==> src/rtl/rf_pkg.sv <==
package rf_pkg;
  localparam int DW    = 16;
  localparam int PCW   = 20;
  localparam int NBANK = 2;
  localparam int NBREG = 7;

  localparam logic [1:0] WID_BLO   = 2'd0;
  localparam logic [1:0] WID_BHI   = 2'd1;
  localparam logic [1:0] WID_WORD  = 2'd2;
  localparam logic [1:0] WID_DWORD = 2'd3;

  localparam logic [3:0] SEL_D0   = 4'd0;
  localparam logic [3:0] SEL_D1   = 4'd1;
  localparam logic [3:0] SEL_D2   = 4'd2;
  localparam logic [3:0] SEL_D3   = 4'd3;
  localparam logic [3:0] SEL_X0   = 4'd4;
  localparam logic [3:0] SEL_X1   = 4'd5;
  localparam logic [3:0] SEL_FRM  = 4'd6;
  localparam logic [3:0] SEL_SP   = 4'd7;
  localparam logic [3:0] SEL_ISP  = 4'd8;
  localparam logic [3:0] SEL_USP  = 4'd9;
  localparam logic [3:0] SEL_PC   = 4'd10;
  localparam logic [3:0] SEL_VBH  = 4'd11;
  localparam logic [3:0] SEL_VBL  = 4'd12;
  localparam logic [3:0] SEL_SB   = 4'd13;
  localparam logic [3:0] SEL_FLG  = 4'd14;
  localparam logic [3:0] SEL_NONE = 4'd15;

  localparam int FLG_BANK_BIT = 4;
  localparam int FLG_USTK_BIT = 5;

  function automatic logic rf_is_banked(input logic [3:0] sel);
    return sel <= SEL_FRM;
  endfunction

  function automatic logic rf_legal(input logic [3:0] sel, input logic [1:0] wid);
    logic ok;
    case (wid)
      WID_BLO, WID_BHI: ok = (sel == SEL_D0) || (sel == SEL_D1);
      WID_WORD:         ok = (sel != SEL_PC) && (sel != SEL_NONE);
      default:          ok = (sel == SEL_D0) || (sel == SEL_D1) || (sel == SEL_X0) ||
                             (sel == SEL_PC) || (sel == SEL_VBL);
    endcase
    return ok;
  endfunction
endpackage

==> src/rtl/rf_rst_sync.sv <==
module rf_rst_sync #(
  parameter int STAGES = 2
) (
  input  logic clk,
  input  logic rst_n,
  output logic rst_q_n
);
  logic [STAGES-1:0] sync_q;

  always_ff @(posedge clk or negedge rst_n) begin
    if (!rst_n) sync_q <= '0;
    else        sync_q <= {sync_q[STAGES-2:0], 1'b1};
  end

  assign rst_q_n = sync_q[STAGES-1];
endmodule

==> src/rtl/rf_bank.sv <==
module rf_bank
  import rf_pkg::*;
#(
  parameter int W    = DW,
  parameter int NREG = NBREG
) (
  input  logic                    clk,
  input  logic                    rst_n,
  input  logic                    we,
  input  logic [3:0]              sel,
  input  logic [1:0]              wid,
  input  logic [2*W-1:0]          wdata,
  output logic [NREG-1:0][W-1:0]  q
);
  localparam int HB = W / 2;

  logic [NREG-1:0][W-1:0] q_nxt;
  int                     idx;

  assign idx = int'(sel[2:0]);

  always_comb begin
    q_nxt = q;
    case (wid)
      WID_BLO: if (sel == SEL_D0 || sel == SEL_D1) q_nxt[idx][HB-1:0] = wdata[HB-1:0];
      WID_BHI: if (sel == SEL_D0 || sel == SEL_D1) q_nxt[idx][W-1:HB] = wdata[HB-1:0];
      WID_WORD: if (idx < NREG) q_nxt[idx] = wdata[W-1:0];
      default: begin
        if (sel == SEL_D0 || sel == SEL_D1) begin
          q_nxt[idx]     = wdata[W-1:0];
          q_nxt[idx + 2] = wdata[2*W-1:W];
        end else if (sel == SEL_X0) begin
          q_nxt[SEL_X0] = wdata[W-1:0];
          q_nxt[SEL_X1] = wdata[2*W-1:W];
        end
      end
    endcase
  end

  always_ff @(posedge clk or negedge rst_n) begin
    if (!rst_n)  q <= '0;
    else if (we) q <= q_nxt;
  end

  // a low-byte write keeps the high byte of the same register
  a_r3_byte_keeps_high: assert property (@(posedge clk) disable iff (!rst_n)
    (we && wid == WID_BLO && sel == SEL_D0) |=> (q[0][W-1:HB] == $past(q[0][W-1:HB])));

  // a pair write lands both halves on one edge
  a_r4_pair_both_halves: assert property (@(posedge clk) disable iff (!rst_n)
    (we && wid == WID_DWORD && sel == SEL_X0) |=>
      ({q[SEL_X1], q[SEL_X0]} == $past(wdata)));
endmodule

==> src/rtl/rf_sysregs.sv <==
module rf_sysregs
  import rf_pkg::*;
#(
  parameter int W  = DW,
  parameter int AW = PCW
) (
  input  logic           clk,
  input  logic           rst_n,
  input  logic           we,
  input  logic [3:0]     sel,
  input  logic [1:0]     wid,
  input  logic [2*W-1:0] wdata,
  output logic [W-1:0]   isp,
  output logic [W-1:0]   usp,
  output logic [AW-1:0]  pc,
  output logic [AW-1:0]  vb,
  output logic [W-1:0]   sb,
  output logic [W-1:0]   flg
);
  logic [W-1:0]  isp_n, usp_n, sb_n, flg_n;
  logic [AW-1:0] pc_n, vb_n;
  logic          is_word;

  assign is_word = (wid == WID_WORD);

  always_comb begin
    isp_n = isp;
    usp_n = usp;
    pc_n  = pc;
    vb_n  = vb;
    sb_n  = sb;
    flg_n = flg;
    case (sel)
      SEL_SP:  if (is_word) begin
                 if (flg[FLG_USTK_BIT]) usp_n = wdata[W-1:0];
                 else                   isp_n = wdata[W-1:0];
               end
      SEL_ISP: if (is_word) isp_n = wdata[W-1:0];
      SEL_USP: if (is_word) usp_n = wdata[W-1:0];
      SEL_PC:  if (wid == WID_DWORD) pc_n = wdata[AW-1:0];
      SEL_VBH: if (is_word) vb_n[AW-1:W] = wdata[AW-W-1:0];
      SEL_VBL: begin
                 if (is_word)               vb_n[W-1:0] = wdata[W-1:0];
                 else if (wid == WID_DWORD) vb_n        = wdata[AW-1:0];
               end
      SEL_SB:  if (is_word) sb_n  = wdata[W-1:0];
      SEL_FLG: if (is_word) flg_n = wdata[W-1:0];
      default: ;
    endcase
  end

  always_ff @(posedge clk or negedge rst_n) begin
    if (!rst_n) begin
      isp <= '0;
      usp <= '0;
      pc  <= '0;
      vb  <= '0;
      sb  <= '0;
      flg <= '0;
    end else if (we) begin
      isp <= isp_n;
      usp <= usp_n;
      pc  <= pc_n;
      vb  <= vb_n;
      sb  <= sb_n;
      flg <= flg_n;
    end
  end

  // with the internal pointer selected, the alias never touches the user pointer
  a_r5_alias_spares_user: assert property (@(posedge clk) disable iff (!rst_n)
    (we && sel == SEL_SP && !flg[FLG_USTK_BIT]) |=> $stable(usp));

  // the flags move only on a flag write
  a_r6_flags_hold: assert property (@(posedge clk) disable iff (!rst_n)
    !(we && sel == SEL_FLG) |=> $stable(flg));
endmodule

==> src/rtl/rf_read_port.sv <==
module rf_read_port
  import rf_pkg::*;
#(
  parameter int W    = DW,
  parameter int AW   = PCW,
  parameter int NREG = NBREG
) (
  input  logic [3:0]             sel,
  input  logic [1:0]             wid,
  input  logic [NREG-1:0][W-1:0] bq,
  input  logic [W-1:0]           isp,
  input  logic [W-1:0]           usp,
  input  logic [AW-1:0]          pc,
  input  logic [AW-1:0]          vb,
  input  logic [W-1:0]           sb,
  input  logic [W-1:0]           flg,
  output logic [2*W-1:0]         rdata
);
  localparam int HB = W / 2;

  int idx;
  assign idx = int'(sel[2:0]);

  always_comb begin
    rdata = '0;
    if (rf_legal(sel, wid)) begin
      case (sel)
        SEL_D0, SEL_D1: begin
          case (wid)
            WID_BLO:  rdata[HB-1:0] = bq[idx][HB-1:0];
            WID_BHI:  rdata[HB-1:0] = bq[idx][W-1:HB];
            WID_WORD: rdata[W-1:0]  = bq[idx];
            default:  rdata         = {bq[idx + 2], bq[idx]};
          endcase
        end
        SEL_D2, SEL_D3, SEL_X1, SEL_FRM: rdata[W-1:0] = bq[idx];
        SEL_X0: begin
          if (wid == WID_DWORD) rdata = {bq[SEL_X1], bq[SEL_X0]};
          else                  rdata[W-1:0] = bq[SEL_X0];
        end
        SEL_SP:  rdata[W-1:0] = flg[FLG_USTK_BIT] ? usp : isp;
        SEL_ISP: rdata[W-1:0] = isp;
        SEL_USP: rdata[W-1:0] = usp;
        SEL_PC:  rdata[AW-1:0] = pc;
        SEL_VBH: rdata[AW-W-1:0] = vb[AW-1:W];
        SEL_VBL: begin
          if (wid == WID_DWORD) rdata[AW-1:0] = vb;
          else                  rdata[W-1:0]  = vb[W-1:0];
        end
        SEL_SB:  rdata[W-1:0] = sb;
        SEL_FLG: rdata[W-1:0] = flg;
        default: ;
      endcase
    end
  end
endmodule

==> src/rtl/banked_regfile.sv <==
module banked_regfile
  import rf_pkg::*;
(
  input  logic        clk,
  input  logic        rst_n,
  input  logic        wr_en,
  input  logic [3:0]  wr_sel,
  input  logic [1:0]  wr_wid,
  input  logic [31:0] wr_data,
  input  logic [3:0]  rda_sel,
  input  logic [1:0]  rda_wid,
  output logic [31:0] rda_data,
  input  logic [3:0]  rdb_sel,
  input  logic [1:0]  rdb_wid,
  output logic [31:0] rdb_data
);
  logic                               rst_q_n;
  logic                               wr_ok;
  logic [NBANK-1:0]                   we_bank;
  logic [NBANK-1:0][NBREG-1:0][DW-1:0] bank_q;
  logic [NBREG-1:0][DW-1:0]           cur_q;
  logic [DW-1:0]                      isp, usp, sb, flg;
  logic [PCW-1:0]                     pc, vb;
  logic                               bank_sel;

  rf_rst_sync #(.STAGES(2)) u_rst (
    .clk     (clk),
    .rst_n   (rst_n),
    .rst_q_n (rst_q_n)
  );

  assign wr_ok    = wr_en && rf_legal(wr_sel, wr_wid);
  assign bank_sel = flg[FLG_BANK_BIT];

  for (genvar b = 0; b < NBANK; b++) begin : g_bank
    assign we_bank[b] = wr_ok && rf_is_banked(wr_sel) && (bank_sel == 1'(b));
    rf_bank #(.W(DW), .NREG(NBREG)) u_bank (
      .clk   (clk),
      .rst_n (rst_q_n),
      .we    (we_bank[b]),
      .sel   (wr_sel),
      .wid   (wr_wid),
      .wdata (wr_data),
      .q     (bank_q[b])
    );
  end

  assign cur_q = bank_q[bank_sel];

  rf_sysregs #(.W(DW), .AW(PCW)) u_sys (
    .clk   (clk),
    .rst_n (rst_q_n),
    .we    (wr_ok && !rf_is_banked(wr_sel)),
    .sel   (wr_sel),
    .wid   (wr_wid),
    .wdata (wr_data),
    .isp   (isp),
    .usp   (usp),
    .pc    (pc),
    .vb    (vb),
    .sb    (sb),
    .flg   (flg)
  );

  rf_read_port #(.W(DW), .AW(PCW), .NREG(NBREG)) u_rda (
    .sel (rda_sel), .wid (rda_wid), .bq (cur_q),
    .isp (isp), .usp (usp), .pc (pc), .vb (vb), .sb (sb), .flg (flg),
    .rdata (rda_data)
  );

  rf_read_port #(.W(DW), .AW(PCW), .NREG(NBREG)) u_rdb (
    .sel (rdb_sel), .wid (rdb_wid), .bq (cur_q),
    .isp (isp), .usp (usp), .pc (pc), .vb (vb), .sb (sb), .flg (flg),
    .rdata (rdb_data)
  );

  // the idle bank is never written
  a_r2_idle_bank_stable: assert property (@(posedge clk) disable iff (!rst_q_n)
    !bank_sel |=> $stable(bank_q[1]));

  // a rejected write leaves every register alone
  a_r10_reject_write: assert property (@(posedge clk) disable iff (!rst_q_n)
    (wr_en && !rf_legal(wr_sel, wr_wid)) |=>
      ($stable(bank_q) && $stable(flg) && $stable(sb) && $stable(pc) && $stable(vb) &&
       $stable(isp) && $stable(usp)));

  // a rejected read returns zero
  a_r10_reject_read: assert property (@(posedge clk) disable iff (!rst_q_n)
    !rf_legal(rdb_sel, rdb_wid) |-> (rdb_data == '0));

  // the program counter never shows bits above 19
  a_r7_pc_upper_zero: assert property (@(posedge clk) disable iff (!rst_q_n)
    (rda_sel == SEL_PC) |-> (rda_data[31:PCW] == '0));
endmodule

==> config.mk <==
export PLATFORM = sky130hd
export DESIGN_NAME = banked_regfile
export DESIGN_NICKNAME = d
export VERILOG_FILES = /design/src/rtl/rf_pkg.sv /design/src/rtl/rf_rst_sync.sv /design/src/rtl/rf_bank.sv /design/src/rtl/rf_sysregs.sv /design/src/rtl/rf_read_port.sv /design/src/rtl/banked_regfile.sv
export SDC_FILE = /design/constraint.sdc
export NUM_CORES = 1
export LEC_CHECK = 0
export BUFFER_PORTS_ARGS = -buffer_cell sky130_fd_sc_hd__buf_2
export CAP_MARGIN = 20
export CORE_AREA = 8 8 202 348
export DETAILED_ROUTE_END_ITERATION = 6
export DIE_AREA = 0 0 210 356
export HOLD_SLACK_MARGIN = 0.15
export MAX_ROUTING_LAYER = met4
export PLACE_DENSITY_LB_ADDON = 0.25
export REMOVE_ABC_BUFFERS = 1
export SKIP_LAST_GASP = 1
export SYNTH_ARGS = -nofsm -noshare
export SYNTH_HDL_FRONTEND = slang
export SYNTH_HIERARCHICAL = 1
export SYNTH_SLANG_ARGS = --single-unit
==> constraint.sdc <==
create_clock -name clk -period 12.8 [get_ports clk]
set_clock_uncertainty 0.15 [all_clocks]
set_input_delay 0.64 -clock clk [delete_from_list [all_inputs] [get_ports clk]]
set_output_delay 0.64 -clock clk [all_outputs]
set_load 0.05 [all_outputs]
==> key figures <==
Synth
  – Post-synth top cells: 330 x dfrtp_1, 276 x nand2_1, 264 x mux2_2
  – Seq cells post-synth: 330
  – Warnings, synthesis: 6
  – Top_reg_cell synth: dfrtp_1
  – Number of synthesized flops with an enable pin: 0
  – Post-synth top area share: 32.0%
  – Area contributors post-synth: dfrtp_1 32%, mux2_2 12%, mux2i_1 6.4%, nand2_1 4.0%, o21ai_0 3.8%
  – Syn avg cell area: 9.17 sq um
  – Cells after Synth: 2816
  – Cell with the most instances after synthesis: dfrtp_1
  – Async set-reset flop share out of synthesis: 100%
  – Synth unique cells: 103
  – Largest area contributor in the netlist: dfrtp_1
  – Mapped Area: 0.0258 sq mm
  – Seq/Total Area, Yosys: 32.0%

Clock network
  – TritonCTS clock tree: done
  – H-tree depth: 2
  – CTS Root Cell: clkbuf_16
  – TritonCTS Buffers: 36
  – Clk sinks: 330
  – Setup repair bufs after CTS: 0
  – Max clock buf depth: 3
  – Clk Latency, worst-skew pair: 0.58 ns
  – Worst-path clk slew: 0.07 ns

Layout
  – Area Overhead vs Synth: 7.77%
  – Final nets: 2842
  – Share of cells above drive strength 1: 22.8%
  – Fill cells: 6442

Setup path
  – Max stage delay on crit path: 0.95 ns
  – Cell Chain, Critical Path: buf_4, mux2_2, mux2i_1, nor2_1, o21ai_0, a21o_1, a31oi_1, buf_2
  – Worst Path Required: 12.01 ns
  – Slowest cell on crit path: dfrtp_4
  – CP startpoint kind: register
  – WP buf/inv: 2
  – Worst setup EP type: output port
  – Worst endpoint data arrival time: 4.56 ns
  – CP top delay family: buffers and inverters
  – Worst-path maximum fanout: 69
  – WS Path Type: register to output port

Floorplan
  – I/O pin count: 117
  – Die W: 210 um
  – DIE AREA: 0.0748 sq mm
  – Initial Util: 39.5%
  – Row Count: 124
  – Die height: 356 um
  – Core area: 0.0653 sq mm

Place
  – Port-buffer cells: 116
  – DP Worst Slack: 8.12 ns
  – Final GP Congestion: 1.04
  – DP HPWL: 87300 um

STA
  – Min Clock Period, post-route: 5.35 ns
  – Hold violation total from the final report: 0
  – Worst setup margin: 7.45 ns
  – Pin slew with the least headroom to its limit: 1.23 ns
  – Max_slew headroom: 17.2%
  – Max frequency: 0.187 GHz
  – Final setup TNS: 0 ns
  – Final Max Tran Viols: 0
  – Finish-stage setup viols: 0
  – Tcrit/Tclk final: 41.8%
  – RSZ-0062 raised after global routing: false

Power
  – LEAKAGE: 11.4 nW
  – PD cells: 117 mW/mm^2
  – Maximum VDD drop: 0.0797 mV

Outcome
  – Status: complete, but fails checks
  – Failing checks: DRC

Global routing
  – Aggregate global routing overflow: 0
  – Largest net degree at the start of global routing: 76
  – First-pass GRT wire length: 183000 um
  – Gr usage total: 34.1%
  – Initial antenna violation count: 5
  – Vias in the first global route: 25700

Route
  – TritonRoute pass-1 iters: 7
  – Residual DRC: 5
  – Final wirelength: 128000 um
  – Wire length per cell: 34.5 um
  – Vias per cell: 7.04
  – Via count: 26100
  – Antenna-violating nets left: 0
  – DRT iter0 DRCs: 3466

Min path
  – Hold Crit Class: input port to asynchronous set/reset pin

Job
  – Max-capacitance violation count: 0
[where the power goes]
| group | switching [mW] | internal [mW] | leakage [nW] |
|---|---|---|---|
| Combinational | 0.593 | 0.315 | 6.41 |
| Clock | 0.495 | 0.607 | 0.571 |
| Sequential | 0.123 | 1.13 | 4.45 |
[timing repair]
action / CTS / global route
hold endpoints to repair: 2 / 0
resized for setup: 0 / 0
hold buffers: 1 / 0
setup endpoints to repair: 0 / 0
[logic make-up (layout without fill, tap and decap cells)]
family | Yosys count | after routing | share of synthesized area, %
other | 1 | 6 | 0.0145
DFF | 330 | 330 | 32.0
muxes | 480 | 480 | 21.7
xor gates and xnor gates | 1 | 1 | 0.0339
AOI/OAI and AO/OA | 931 | 931 | 24.8
and+or+nand+nor | 790 | 790 | 15.2
buffers and inverters | 283 | 281 | 6.24
[flip-flops by register name, indices dropped and copies added, names as in the netlist]
register         count
u_sys/vb            20
u_sys/isp           16
g_bank.u_bank/q    224
u_sys/usp           16
u_rst/sync_q         2
u_sys/pc            20
u_sys/flg           16
u_sys/sb            16
[final cells by class]
type | count | area [sq um] | area share (%)
Multi-Input combinational cell | 2203 | 16000 | 57.4
Sequential cell | 330 | 8270 | 29.7
Timing Repair Buffer | 191 | 1200 | 4.32
Tap cell | 882 | 1100 | 3.96
Clock buffer | 52 | 1030 | 3.70
Clock inverter | 11 | 144 | 0.517
Inverter | 27 | 101 | 0.364
Antenna cell | 5 | 12.5 | 0.0450
[path summary, 6_finish.rpt]
kind	slack, ns	to	from	depth (start not counted)
worst max-delay path	7.45	rda_data[4]	u_sys/flg[4]	8
worst min-delay path	0.21	u_rst/sync_q[1]	rst_n	2
worst max register to register	8.21	g_bank[1].u_bank/q[20]	u_sys/flg[4]	7
worst min register to register	0.21	u_rst/sync_q[1]	u_rst/sync_q[0]	0
max in group asynchronous	9.53	u_sys/flg[4]	u_rst/sync_q[1]	2
min in group clk	0.21	u_rst/sync_q[1]	u_rst/sync_q[0]	0
[metal layers]
layer	track usage (%)	vias to the layer above	wire (um)
li1	-	10600	-
met1	36.9	12900	43700
met4	29.8	0	14000
met3	6.66	674	12100
met2	53.3	1961	58000
met5	-	-	0
[cells in the final DEF, fill, tap and decap left out, types with 24 or more instances in the layout]
| cell | instances |
|---|---|
| inv_1 | 24 |
| o21ai_0 | 196 |
| o22ai_1 | 61 |
| o2bb2ai_1 | 29 |
| a21oi_1 | 162 |
| nor2_1 | 197 |
| a211o_1 | 27 |
| a211oi_1 | 27 |
| nor2b_1 | 41 |
| buf_2 | 111 |
| mux2_2 | 264 |
| nand2b_1 | 34 |
| mux2i_1 | 164 |
| a22o_1 | 38 |
| clkbuf_16 | 36 |
| o22a_1 | 24 |
| nand2_1 | 275 |
| a22oi_1 | 113 |
| buf_4 | 75 |
| nor3_1 | 66 |
| dfrtp_1 | 328 |
| mux4_2 | 30 |
| nand3_1 | 28 |
| a31oi_1 | 56 |
[through the flow]
step	total power, mW	instances	area [sq um]	hold slack (ns)	util [%]
floorplan	1.71	2560	24300	0.181	-
global placement	2.10	3628	26600	0.190	40.7
detailed placement	2.12	3628	26600	0.193	40.7
CTS	3.22	3692	27700	0.199	42.5
global route	3.34	3698	27800	0.216	42.6
finish	3.26	3701	27800	0.205	42.6
Power figures use the tool's default switching activity.
